File: src/rtl/dmc_pkg.sv
package dmc_pkg;

    typedef enum logic [1:0] {
        ST_IDLE  = 2'd0,
        ST_SWAP  = 2'd1,
        ST_FREQ  = 2'd2,
        ST_FWAIT = 2'd3
    } dmc_state_e;

endpackage

File: src/rtl/dmc_main_array.sv
module dmc_main_array #(
    parameter int SETS      = 8,
    parameter int TAG_W     = 7,
    parameter int LINE_BITS = 128,
    localparam int IDX_W    = $clog2(SETS)
) (
    input  logic                 clk,
    input  logic                 rst_n,
    input  logic [IDX_W-1:0]     rd_idx,
    output logic                 rd_valid,
    output logic [TAG_W-1:0]     rd_tag,
    output logic [LINE_BITS-1:0] rd_line,
    input  logic                 wr_en,
    input  logic [IDX_W-1:0]     wr_idx,
    input  logic [TAG_W-1:0]     wr_tag,
    input  logic [LINE_BITS-1:0] wr_line
);

    logic [SETS-1:0]      valid_d, valid_q;
    logic [TAG_W-1:0]     tag_d  [SETS];
    logic [TAG_W-1:0]     tag_q  [SETS];
    logic [LINE_BITS-1:0] line_d [SETS];
    logic [LINE_BITS-1:0] line_q [SETS];

    assign rd_valid = valid_q[rd_idx];
    assign rd_tag   = tag_q[rd_idx];
    assign rd_line  = line_q[rd_idx];

    always_comb begin
        valid_d = valid_q;
        for (int s = 0; s < SETS; s++) begin
            tag_d[s]  = tag_q[s];
            line_d[s] = line_q[s];
        end
        if (wr_en) begin
            valid_d[wr_idx] = 1'b1;
            tag_d[wr_idx]   = wr_tag;
            line_d[wr_idx]  = wr_line;
        end
    end

    always_ff @(posedge clk) begin
        if (!rst_n) begin
            valid_q <= '0;
        end else begin
            valid_q <= valid_d;
        end
        for (int s = 0; s < SETS; s++) begin
            tag_q[s]  <= tag_d[s];
            line_q[s] <= line_d[s];
        end
    end

    // A slot that was just written must read back valid on the next cycle
    assert_write_sets_valid_R2: assert property (@(posedge clk) disable iff (!rst_n)
        (wr_en && rd_idx == wr_idx) |=> (rd_idx != $past(wr_idx)) || rd_valid);

endmodule

File: src/rtl/dmc_victim_store.sv
module dmc_victim_store #(
    parameter int ENTRIES   = 4,
    parameter int LA_W      = 10,
    parameter int LINE_BITS = 128,
    localparam int PTR_W    = $clog2(ENTRIES)
) (
    input  logic                 clk,
    input  logic                 rst_n,
    input  logic [LA_W-1:0]      look_la,
    output logic                 hit,
    output logic [PTR_W-1:0]     hit_idx,
    output logic [LINE_BITS-1:0] hit_line,
    input  logic                 wr_en,
    input  logic [PTR_W-1:0]     wr_idx,
    input  logic                 wr_valid,
    input  logic [LA_W-1:0]      wr_la,
    input  logic [LINE_BITS-1:0] wr_line
);

    logic [ENTRIES-1:0]   valid_d, valid_q;
    logic [LA_W-1:0]      la_d   [ENTRIES];
    logic [LA_W-1:0]      la_q   [ENTRIES];
    logic [LINE_BITS-1:0] line_d [ENTRIES];
    logic [LINE_BITS-1:0] line_q [ENTRIES];
    logic [ENTRIES-1:0]   match;

    // Parallel comparators, one per entry
    for (genvar e = 0; e < ENTRIES; e++) begin : g_cmp
        assign match[e] = valid_q[e] && (la_q[e] == look_la);
    end

    always_comb begin
        hit      = |match;
        hit_idx  = '0;
        hit_line = '0;
        for (int e = 0; e < ENTRIES; e++) begin
            if (match[e]) begin
                hit_idx  = PTR_W'(e);
                hit_line = hit_line | line_q[e];
            end
        end
    end

    always_comb begin
        valid_d = valid_q;
        for (int e = 0; e < ENTRIES; e++) begin
            la_d[e]   = la_q[e];
            line_d[e] = line_q[e];
        end
        if (wr_en) begin
            valid_d[wr_idx] = wr_valid;
            la_d[wr_idx]    = wr_la;
            line_d[wr_idx]  = wr_line;
        end
    end

    always_ff @(posedge clk) begin
        if (!rst_n) begin
            valid_q <= '0;
        end else begin
            valid_q <= valid_d;
        end
        for (int e = 0; e < ENTRIES; e++) begin
            la_q[e]   <= la_d[e];
            line_q[e] <= line_d[e];
        end
    end

    // No line may be held twice in the store
    assert_unique_match_R3: assert property (@(posedge clk) disable iff (!rst_n)
        $onehot0(match));

endmodule

File: src/rtl/dmc_victim_cache.sv
module dmc_victim_cache
    import dmc_pkg::*;
#(
    parameter int ADDR_W     = 12,
    parameter int WORD_W     = 32,
    parameter int LINE_WORDS = 4,
    parameter int SETS       = 8,
    parameter int VICT_N     = 4,
    parameter int CNT_W      = 16,
    localparam int OFF_W     = $clog2(LINE_WORDS),
    localparam int LA_W      = ADDR_W - OFF_W,
    localparam int LINE_BITS = WORD_W * LINE_WORDS
) (
    input  logic                 clk,
    input  logic                 rst_n,
    input  logic                 req_valid,
    output logic                 req_ready,
    input  logic [ADDR_W-1:0]    req_addr,
    output logic                 rsp_valid,
    output logic [WORD_W-1:0]    rsp_data,
    output logic                 fill_req_valid,
    input  logic                 fill_req_ready,
    output logic [LA_W-1:0]      fill_req_line,
    input  logic                 fill_rsp_valid,
    input  logic [LINE_BITS-1:0] fill_rsp_data,
    output logic [CNT_W-1:0]     cnt_main_hit,
    output logic [CNT_W-1:0]     cnt_victim_hit,
    output logic [CNT_W-1:0]     cnt_fill
);

    localparam int IDX_W  = $clog2(SETS);
    localparam int TAG_W  = ADDR_W - IDX_W - OFF_W;
    localparam int VPTR_W = $clog2(VICT_N);

    typedef struct packed {
        dmc_state_e          state;
        logic [ADDR_W-1:0]   addr;
        logic                rsp_valid;
        logic [WORD_W-1:0]   rsp_data;
        logic [VPTR_W-1:0]   ptr;
        logic [CNT_W-1:0]    c_main;
        logic [CNT_W-1:0]    c_vict;
        logic [CNT_W-1:0]    c_fill;
    } regs_t;

    regs_t r_d, r_q;

    // Lookup address: incoming request when idle, held address otherwise
    logic [ADDR_W-1:0]    look_addr;
    logic [OFF_W-1:0]     look_off;
    logic [IDX_W-1:0]     look_idx;
    logic [TAG_W-1:0]     look_tag;
    logic [LA_W-1:0]      look_la;

    logic                 m_valid;
    logic [TAG_W-1:0]     m_tag;
    logic [LINE_BITS-1:0] m_line;
    logic                 m_hit;
    logic                 m_we;
    logic [LINE_BITS-1:0] m_wline;

    logic                 v_hit;
    logic [VPTR_W-1:0]    v_hit_idx;
    logic [LINE_BITS-1:0] v_line;
    logic                 v_we;
    logic [VPTR_W-1:0]    v_widx;

    assign look_addr = (r_q.state == ST_IDLE) ? req_addr : r_q.addr;
    assign look_off  = look_addr[OFF_W-1:0];
    assign look_idx  = look_addr[OFF_W +: IDX_W];
    assign look_tag  = look_addr[ADDR_W-1 -: TAG_W];
    assign look_la   = look_addr[ADDR_W-1:OFF_W];
    assign m_hit     = m_valid && (m_tag == look_tag);

    dmc_main_array #(
        .SETS      (SETS),
        .TAG_W     (TAG_W),
        .LINE_BITS (LINE_BITS)
    ) u_main (
        .clk      (clk),
        .rst_n    (rst_n),
        .rd_idx   (look_idx),
        .rd_valid (m_valid),
        .rd_tag   (m_tag),
        .rd_line  (m_line),
        .wr_en    (m_we),
        .wr_idx   (look_idx),
        .wr_tag   (look_tag),
        .wr_line  (m_wline)
    );

    dmc_victim_store #(
        .ENTRIES   (VICT_N),
        .LA_W      (LA_W),
        .LINE_BITS (LINE_BITS)
    ) u_vict (
        .clk      (clk),
        .rst_n    (rst_n),
        .look_la  (look_la),
        .hit      (v_hit),
        .hit_idx  (v_hit_idx),
        .hit_line (v_line),
        .wr_en    (v_we),
        .wr_idx   (v_widx),
        .wr_valid (m_valid),
        .wr_la    ({m_tag, look_idx}),
        .wr_line  (m_line)
    );

    always_comb begin
        r_d            = r_q;
        r_d.rsp_valid  = 1'b0;
        req_ready      = 1'b0;
        fill_req_valid = 1'b0;
        m_we           = 1'b0;
        m_wline        = fill_rsp_data;
        v_we           = 1'b0;
        v_widx         = r_q.ptr;

        unique case (r_q.state)
            ST_IDLE: begin
                req_ready = 1'b1;
                if (req_valid) begin
                    r_d.addr = req_addr;
                    if (m_hit) begin
                        r_d.rsp_valid = 1'b1;
                        r_d.rsp_data  = m_line[look_off*WORD_W +: WORD_W];
                        r_d.c_main    = r_q.c_main + CNT_W'(1);
                    end else if (v_hit) begin
                        r_d.state = ST_SWAP;
                    end else begin
                        r_d.state = ST_FREQ;
                    end
                end
            end
            ST_SWAP: begin
                // Victim line into the main slot, main line into the freed entry
                m_we          = 1'b1;
                m_wline       = v_line;
                v_we          = 1'b1;
                v_widx        = v_hit_idx;
                r_d.rsp_valid = 1'b1;
                r_d.rsp_data  = v_line[look_off*WORD_W +: WORD_W];
                r_d.c_vict    = r_q.c_vict + CNT_W'(1);
                r_d.state     = ST_IDLE;
            end
            ST_FREQ: begin
                fill_req_valid = 1'b1;
                if (fill_req_ready) begin
                    r_d.state = ST_FWAIT;
                end
            end
            ST_FWAIT: begin
                if (fill_rsp_valid) begin
                    m_we = 1'b1;
                    if (m_valid) begin
                        v_we    = 1'b1;
                        r_d.ptr = (r_q.ptr == VPTR_W'(VICT_N - 1)) ? '0
                                                                   : r_q.ptr + VPTR_W'(1);
                    end
                    r_d.rsp_valid = 1'b1;
                    r_d.rsp_data  = fill_rsp_data[look_off*WORD_W +: WORD_W];
                    r_d.c_fill    = r_q.c_fill + CNT_W'(1);
                    r_d.state     = ST_IDLE;
                end
            end
            default: r_d.state = ST_IDLE;
        endcase
    end

    always_ff @(posedge clk) begin
        if (!rst_n) begin
            r_q <= '0;
        end else begin
            r_q <= r_d;
        end
    end

    assign rsp_valid      = r_q.rsp_valid;
    assign rsp_data       = r_q.rsp_data;
    assign fill_req_line  = r_q.addr[ADDR_W-1:OFF_W];
    assign cnt_main_hit   = r_q.c_main;
    assign cnt_victim_hit = r_q.c_vict;
    assign cnt_fill       = r_q.c_fill;

    assert_hit_next_cycle_R2: assert property (@(posedge clk) disable iff (!rst_n)
        (req_valid && req_ready && m_hit) |=> rsp_valid);

    assert_no_fill_on_victim_R3: assert property (@(posedge clk) disable iff (!rst_n)
        fill_req_valid |-> !v_hit && !m_hit);

    assert_fill_req_held_R4: assert property (@(posedge clk) disable iff (!rst_n)
        (fill_req_valid && !fill_req_ready) |=> fill_req_valid && $stable(fill_req_line));

    assert_fill_count_source_R7: assert property (@(posedge clk) disable iff (!rst_n)
        (cnt_fill != $past(cnt_fill)) |-> $past(fill_rsp_valid) && rsp_valid);

    assert_single_event_R7: assert property (@(posedge clk) disable iff (!rst_n)
        rsp_valid |-> $countones({cnt_main_hit != $past(cnt_main_hit),
                                  cnt_victim_hit != $past(cnt_victim_hit),
                                  cnt_fill != $past(cnt_fill)}) == 1);

    assert_busy_not_ready_R8: assert property (@(posedge clk) disable iff (!rst_n)
        (req_valid && req_ready && !m_hit) |=> !req_ready);

endmodule

File: config.mk
export PLATFORM = sky130hd
export DESIGN_NAME = dmc_victim_cache
export DESIGN_NICKNAME = d
export VERILOG_FILES = /design/src/rtl/dmc_pkg.sv /design/src/rtl/dmc_main_array.sv /design/src/rtl/dmc_victim_store.sv /design/src/rtl/dmc_victim_cache.sv
export SDC_FILE = /design/constraint.sdc
export NUM_CORES = 2
export LEC_CHECK = 0
export BUFFER_PORTS_ARGS = -buffer_cell sky130_fd_sc_hd__clkbuf_2
export CAP_MARGIN = 20
export CELL_PAD_IN_SITES_DETAIL_PLACEMENT = 1
export CELL_PAD_IN_SITES_GLOBAL_PLACEMENT = 2
export CORE_ASPECT_RATIO = 1.5
export CORE_MARGIN = 3
export CORE_UTILIZATION = 42
export CTS_CLUSTER_SIZE = 16
export DETAILED_ROUTE_END_ITERATION = 8
export GPL_TIMING_DRIVEN = 0
export PLACE_DENSITY_LB_ADDON = 0.1
export SYNTH_ARGS = -nofsm -noshare
export SYNTH_HDL_FRONTEND = slang
export SYNTH_HIERARCHICAL = 1
export SYNTH_SLANG_ARGS = --single-unit
File: constraint.sdc
create_clock -name clk -period 14.8 [get_ports clk]
set_clock_uncertainty 0.1 [all_clocks]
set_input_delay 0.74 -clock clk [delete_from_list [all_inputs] [get_ports clk]]
set_output_delay 0.74 -clock clk [all_outputs]
set_load 0.02 [all_outputs]
After elaboration in Yosys (flattened, before gate mapping)
Memories as Yosys holds them, arrays and structs flattened.
Cells that the tools add are included.

word-level totals
  memories = 4
  logic and storage cells = 118
  memory bits (writable) = 1632
  flip-flop bits (word level) = 109
  bits of input ports = 145
  output and inout port bits = 93

cells by class
  shifts and indexed selects = 3
  muxes and demuxes = 51
  reductions and logical operators = 18
  add/sub/neg operators = 4
  bitwise gates (word level) = 6
  equality and inequality tests = 14
  $lt $le $gt $ge = 8

memory list
  memory         words  bits a word  read ports  clocked after memory_dff  wr ports  RTL line                source
  u_main.line_q  8      128          9           0                         8         dmc_main_array.sv:23    logic [LINE_BITS-1:0] line_q [SETS];
  u_vict.line_q  4      128          4           0                         4         dmc_victim_store.sv:24  logic [LINE_BITS-1:0] line_q [ENTRIES];
  u_main.tag_q   8      7            9           0                         8         dmc_main_array.sv:21    logic [TAG_W-1:0] tag_q [SETS];
  u_vict.la_q    4      10           4           0                         4         dmc_victim_store.sv:22  logic [LA_W-1:0] la_q [ENTRIES];

operators with widths
  kind                   number
  $bwmux 1024            1
  $mux 1024              1
  $mux 128               7
  $bwmux 512             1
  $mux 512               1
  $demux 128 s3          1
  $or 128x128->128       3
  $shiftx 128x8->32      3
  $demux 128 s2          1
  $pmux 33 s3            1
  $bwmux 56              1
  $mux 56                1
  $add 16x1->16 const B  3
  $mux 47                1
  $bwmux 40              1
  $eq 10x10->1           4
  $mux 40                1
  $mux 35                1
  $mux 33                1
  $demux 7 s3            1
  $demux 10 s2           1
  $mux 2                 9
  $mux 12                1
  $mux 10                1
  other kinds (31)       57

Longest topological paths before layout
  depth after elaboration = 15
  gate-level depth with buffers = 16
  depth with buffers taken out = 13

Cells and area by module
The synthesis kept the hierarchy.

by module, submodules not included
  module            times used  area each (µm²)  cells an instance  seq. area each (µm²)
  dmc_main_array    1           40786.6          1588               32591.3
  dmc_victim_store  1           23976.7          1739               16656.0
  dmc_victim_cache  1           9096.2           1190               1941.9

Worst setup path before layout
OpenSTA, ideal clock, no wires.

  path kind = reg-to-reg
  start point = reg, netlist name r_q[95]
  end point = mem u_main.line_q[0][0] (enable)
  period minus slack after synthesis = 16.547 ns
  library setup time = 1.010 ns
  buffers on the path = 1
  data required time = 13.690 ns
  path slack = -1.747 ns
  cell stages (with the launch flop) = 6
  data arrival time = 15.437 ns
  path through = dfxtp_1 > or2_1 > inv_2 > buf_2 > mux2_2 > nor4b_1

RTL lines
  item       RTL line
  to (decl)  dmc_main_array.sv:23

Final worst setup path
  start point = reg r_q[95] (netlist name)
  end point = reg r_q, in the netlist rsp_data[25]

between the ends
  elaborated cells on any way between the ends = 37
  classes of those cells = eq/ne: 10; shift: 3; mux: 11; bitwise: 3; reduce/logical: 8; memory: 2

RTL lines
  item                               RTL line                 source
  from (decl)                        dmc_victim_cache.sv:46   regs_t r_d, r_q;
  from (signal assigned)             dmc_victim_cache.sv:175  r_q <= r_d;
  $logic_not 2->1                    dmc_victim_cache.sv:68   assign look_addr = (r_q.state == ST_IDLE) ? req_addr : r_q.addr;
  $mux 12                            dmc_victim_cache.sv:68
  named net look_addr[4]             dmc_victim_cache.sv:49   logic [ADDR_W-1:0] look_addr;
  $mem_v2 8x7                        -
  named net m_tag[2]                 dmc_victim_cache.sv:56   logic [TAG_W-1:0] m_tag;
  $eq 7x7->1                         dmc_victim_cache.sv:73   assign m_hit = m_valid && (m_tag == look_tag);
  $logic_and 1x1->1                  dmc_victim_cache.sv:73
  $ne 2x2->1 (no source line)        -
  $reduce_and 4->1 (no source line)  -

The timed path passes the listed nets, and every way through them passes these cells. The select of a mux whose other input is x is not followed.
A chain may end at the register's enable or synchronous reset.

==> results.md <==
* Min-Delay Path Class: in -> reg
* Core Rows at 187
* Startpoint Class: flop
* All-layer global routing usage at 30.26%
* Critical R2R Launch: r_q[95]
* First-pass GRT wire length at 381.4 mm
* Setup WS post-layout at between 8 and 9 ns
* Final hold violations at 0
* Initial antenna violation count at 15
* Netlist Area Pre-Place at 0.07386 sq mm
* Vias in the first global route at 47780
* GRT busiest layer: met2
* Final Cycle Share at 45.59%
* Via count at 46710
* Layout cells sized above 1 at 26.86%
* WL/cell at roughly 37 um
* Setup WS pre-CTS at ~8 ns
* Fin area at 0.08543 sq mm
* Post-synth cell types at 64
* H-Tree Level Count at 4
* Io pins at around 240
* R2R Path End: rsp_data[25]
* Avg Cell Area, Syn at about 16 sq um
* Gates resized, CTS repair at 0
* Final Setup Violations at 0
* DRC at 0
* Gate Count Post-Synth at 4517
* FF-to-FF setup slack at 8.05 ns
* Clk_lat worst skew at between 0.8 and 0.9 ns
* DRT iter0 DRCs at 4968
* Core area at 0.1738 sq mm
* Setup_tns at 0 ns
* Crit path time final at 6.748 ns
* EDFF count, synth at between 1500 and 2000
* Ys flop type: edfxtp_1
* Worst Tran Pin Value at 1.266 ns
* Status: completed
* Unrepaired setup endpoints after global routing: false
* Clk slew on worst S/H paths at 0.07 ns
* Die height at 519.6 um
* Min Hold Slack at 0.06521 ns
* Setup bufs post-CTS at 0
* Buffers on Ports at 237
* Commonest non-fill, non-tap cell in the layout: edfxtp_1
* Detail Placement HPWL at ~200 mm
* Initial core utilization at roughly 42%
* Area occupied by registers at 0.05119 sq mm
* Share of synthesized registers carrying an async set or reset at 0%
* Cell area power density at 133.5 mW/mm^2
* Synthesized Nets at between 4000 and 5000
* Largest net degree at the start of global routing at 53
* Register area share after synthesis at 69.31%
* Worst hold stages at 3
* Routed wire length at 276.2 mm
* Clock Sink Count at ~1700
* Die Span X at 348.4 um
* CTS tree: built
* Via density at 6.264
* Root Buffer: clkbuf_16
* Multi-input combinational cell area at 0.02032 sq mm
* CTS Hold Buffers Added at 0
* Worst-path maximum fanout at 18
* Max-cap violations at 0
* Routed Antenna Nets at 0
* Worst-case clock buffer depth at 3
* Die area at around 0.18 sq mm
* Fin nets at between 5000 and 6000
* Kind of critical path: reg -> reg
* CP arrival at roughly 7.4 ns
* Crit end category: flop
* First-pass DRT Iterations at 5
* Fmax at 148.2 MHz
* Fin. max-slew vios at 0
* GP Congestion at 0.9080
* Endpoint, Worst Hold: fill_req_line[1]
* Reg2Reg Depth at 16
* CP required at 15.46 ns
* Rel. slew slack at 15.58%
* Final Core Density at 49.14%
* Gr ovfl total at 0
* Fillers at 16610
* Met1 global-route usage at 39.63%
* Worst min-delay path startpoint: req_addr[3]
* Post-DP Area at 0.07987 sq mm
* CTS Buf Count at 166
* Met2 Track Usage GR at 49.69%
* Area Growth Syn to Fin at 15.66%
* Leak pwr at slightly below 30 nW
* Synthesized flop and latch total at between 1500 and 2000
* Ys Warns at 6
* Met3 Use GR at between 4 and 5%
* Most frequent cells in the layout: edfxtp_1, nand2_1, nand4_1
* Peak supply drop at 0.1237 mV
## layer usage
layer | up-vias | share of wire (%)
met5 | - | 0.021
met4 | 8 | 5.6
met3 | 485 | 6.8
met2 | 2104 | 49
met1 | 24960 | 39
li1 | 19160 | -
## cell families (layout without fill, tap and decap cells)
kind of cell	count (synthesis)	count (layout)	share of synthesized area (%)
compound gates	266	266	3.080
xor+xnor	74	74	0.8775
fa+ha+maj	4	4	0.06776
buf+inv	465	1131	3.319
flops	1741	1741	69.31
mux	550	550	13.39
other cells	0	6	0
simple gates	1417	1417	9.963
## sequential cells by signal, indices dropped and copies added (netlist names), 8 cells and up
name / cells
fill_req_line: 10
u_vict/la_q: 40
u_main/line_q: 1024
rsp_data: 32
u_main/tag_q: 56
cnt_main_hit: 16
u_vict/line_q: 512
cnt_fill: 16
u_main/valid_q: 8
cnt_victim_hit: 16
## worst max-delay path, cell delays in order, from the launching register on
cell and delay (ns):
dfxtp_1 0.34, or2_1 0.30, inv_2 0.17, buf_2 0.29
mux2_2 0.56, buf_2 0.64, buf_2 0.72, buf_2 0.45
mux4_2 0.36, mux2_2 0.39, nor2b_1 0.18, a2111oi_2 0.31
nor2_1 0.21, nor4_2 0.47, buf_6 0.23, clkbuf_1 0.65
a221o_1 0.25
## power by group
| group | internal [mW] | switching [mW] | total, mW |
|---|---|---|---|
| combinational | 0.446 | 1.02 | 1.47 |
| clock | 2.49 | 1.90 | 4.39 |
| sequential | 5.53 | 0.0131 | 5.54 |
| total | 8.47 | 2.94 | 11.4 |
## cell type report
type / count / share of cell area (%)
Antenna cell: 6 / 0.01758
Multi-Input combinational cell: 2311 / 23.79
Sequential cell: 1741 / 59.92
Buffer: 455 / 2.837
Timing Repair Buffer: 361 / 3.596
Clock buffer: 219 / 5.399
Tap cell: 2268 / 3.322
Clock inverter: 86 / 1.079
Inverter: 10 / 0.04394
## stage by stage
| step | total power, mW | instances |
|---|---|---|
| after floorplan | 6.418 | 4517 |
| after CTS | 11.47 | 7450 |
| final | 11.40 | 7457 |
| after global placement | 7.078 | 7022 |
| after detailed placement | 7.103 | 7145 |
| after global routing | 11.70 | 7452 |
## cell usage after synthesis, types with 7 or more instances
master / number / share of area [%]
buf_2: 132 / 0.89
xor2_1: 56 / 0.66
nand4_1: 392 / 3.3
o21a_1: 9 / 0.091
a21oi_1: 30 / 0.20
xnor2_1: 18 / 0.21
nand3_1: 22 / 0.15
buf_1: 26 / 0.13
dfxtp_1: 109 / 3.0
buf_6: 24 / 0.37
o2111ai_1: 119 / 1.4
and3_1: 269 / 2.3
clkbuf_1: 177 / 0.90
o2111ai_2: 10 / 0.20
nand2_1: 612 / 3.1
nor2_1: 42 / 0.21
buf_4: 96 / 0.98
nor3_1: 7 / 0.047
mux4_2: 336 / 10
mux2_2: 143 / 2.2
a221o_1: 32 / 0.43
nor2b_1: 8 / 0.068
o21ai_0: 15 / 0.10
mux2i_1: 71 / 0.96
and4_1: 9 / 0.11
o221ai_1: 32 / 0.38
inv_1: 8 / 0.041
edfxtp_1: 1632 / 66
## how the worst max path moves through the flow
| stage | start | endpoint | slack (ns) | cells past startpoint |
|---|---|---|---|---|
| 3_5_place_dp | r_q[95] | rsp_data[21] | 8.03 | 16 |
| 5_1_grt | r_q[95] | rsp_data[22] | 7.92 | 15 |
| 6_report | r_q[95] | rsp_data[25] | 8.05 | 16 |
| 2_1_floorplan | r_q[95] | u_main/line_q[1][0] | -0.64 | 5 |
| 4_1_cts | r_q[95] | rsp_data[22] | 7.99 | 16 |
| 3_3_place_gp | r_q[95] | u_main/line_q[4][76] | -17.47 | 5 |
Note: power is estimated with default switching activity, not from simulation.
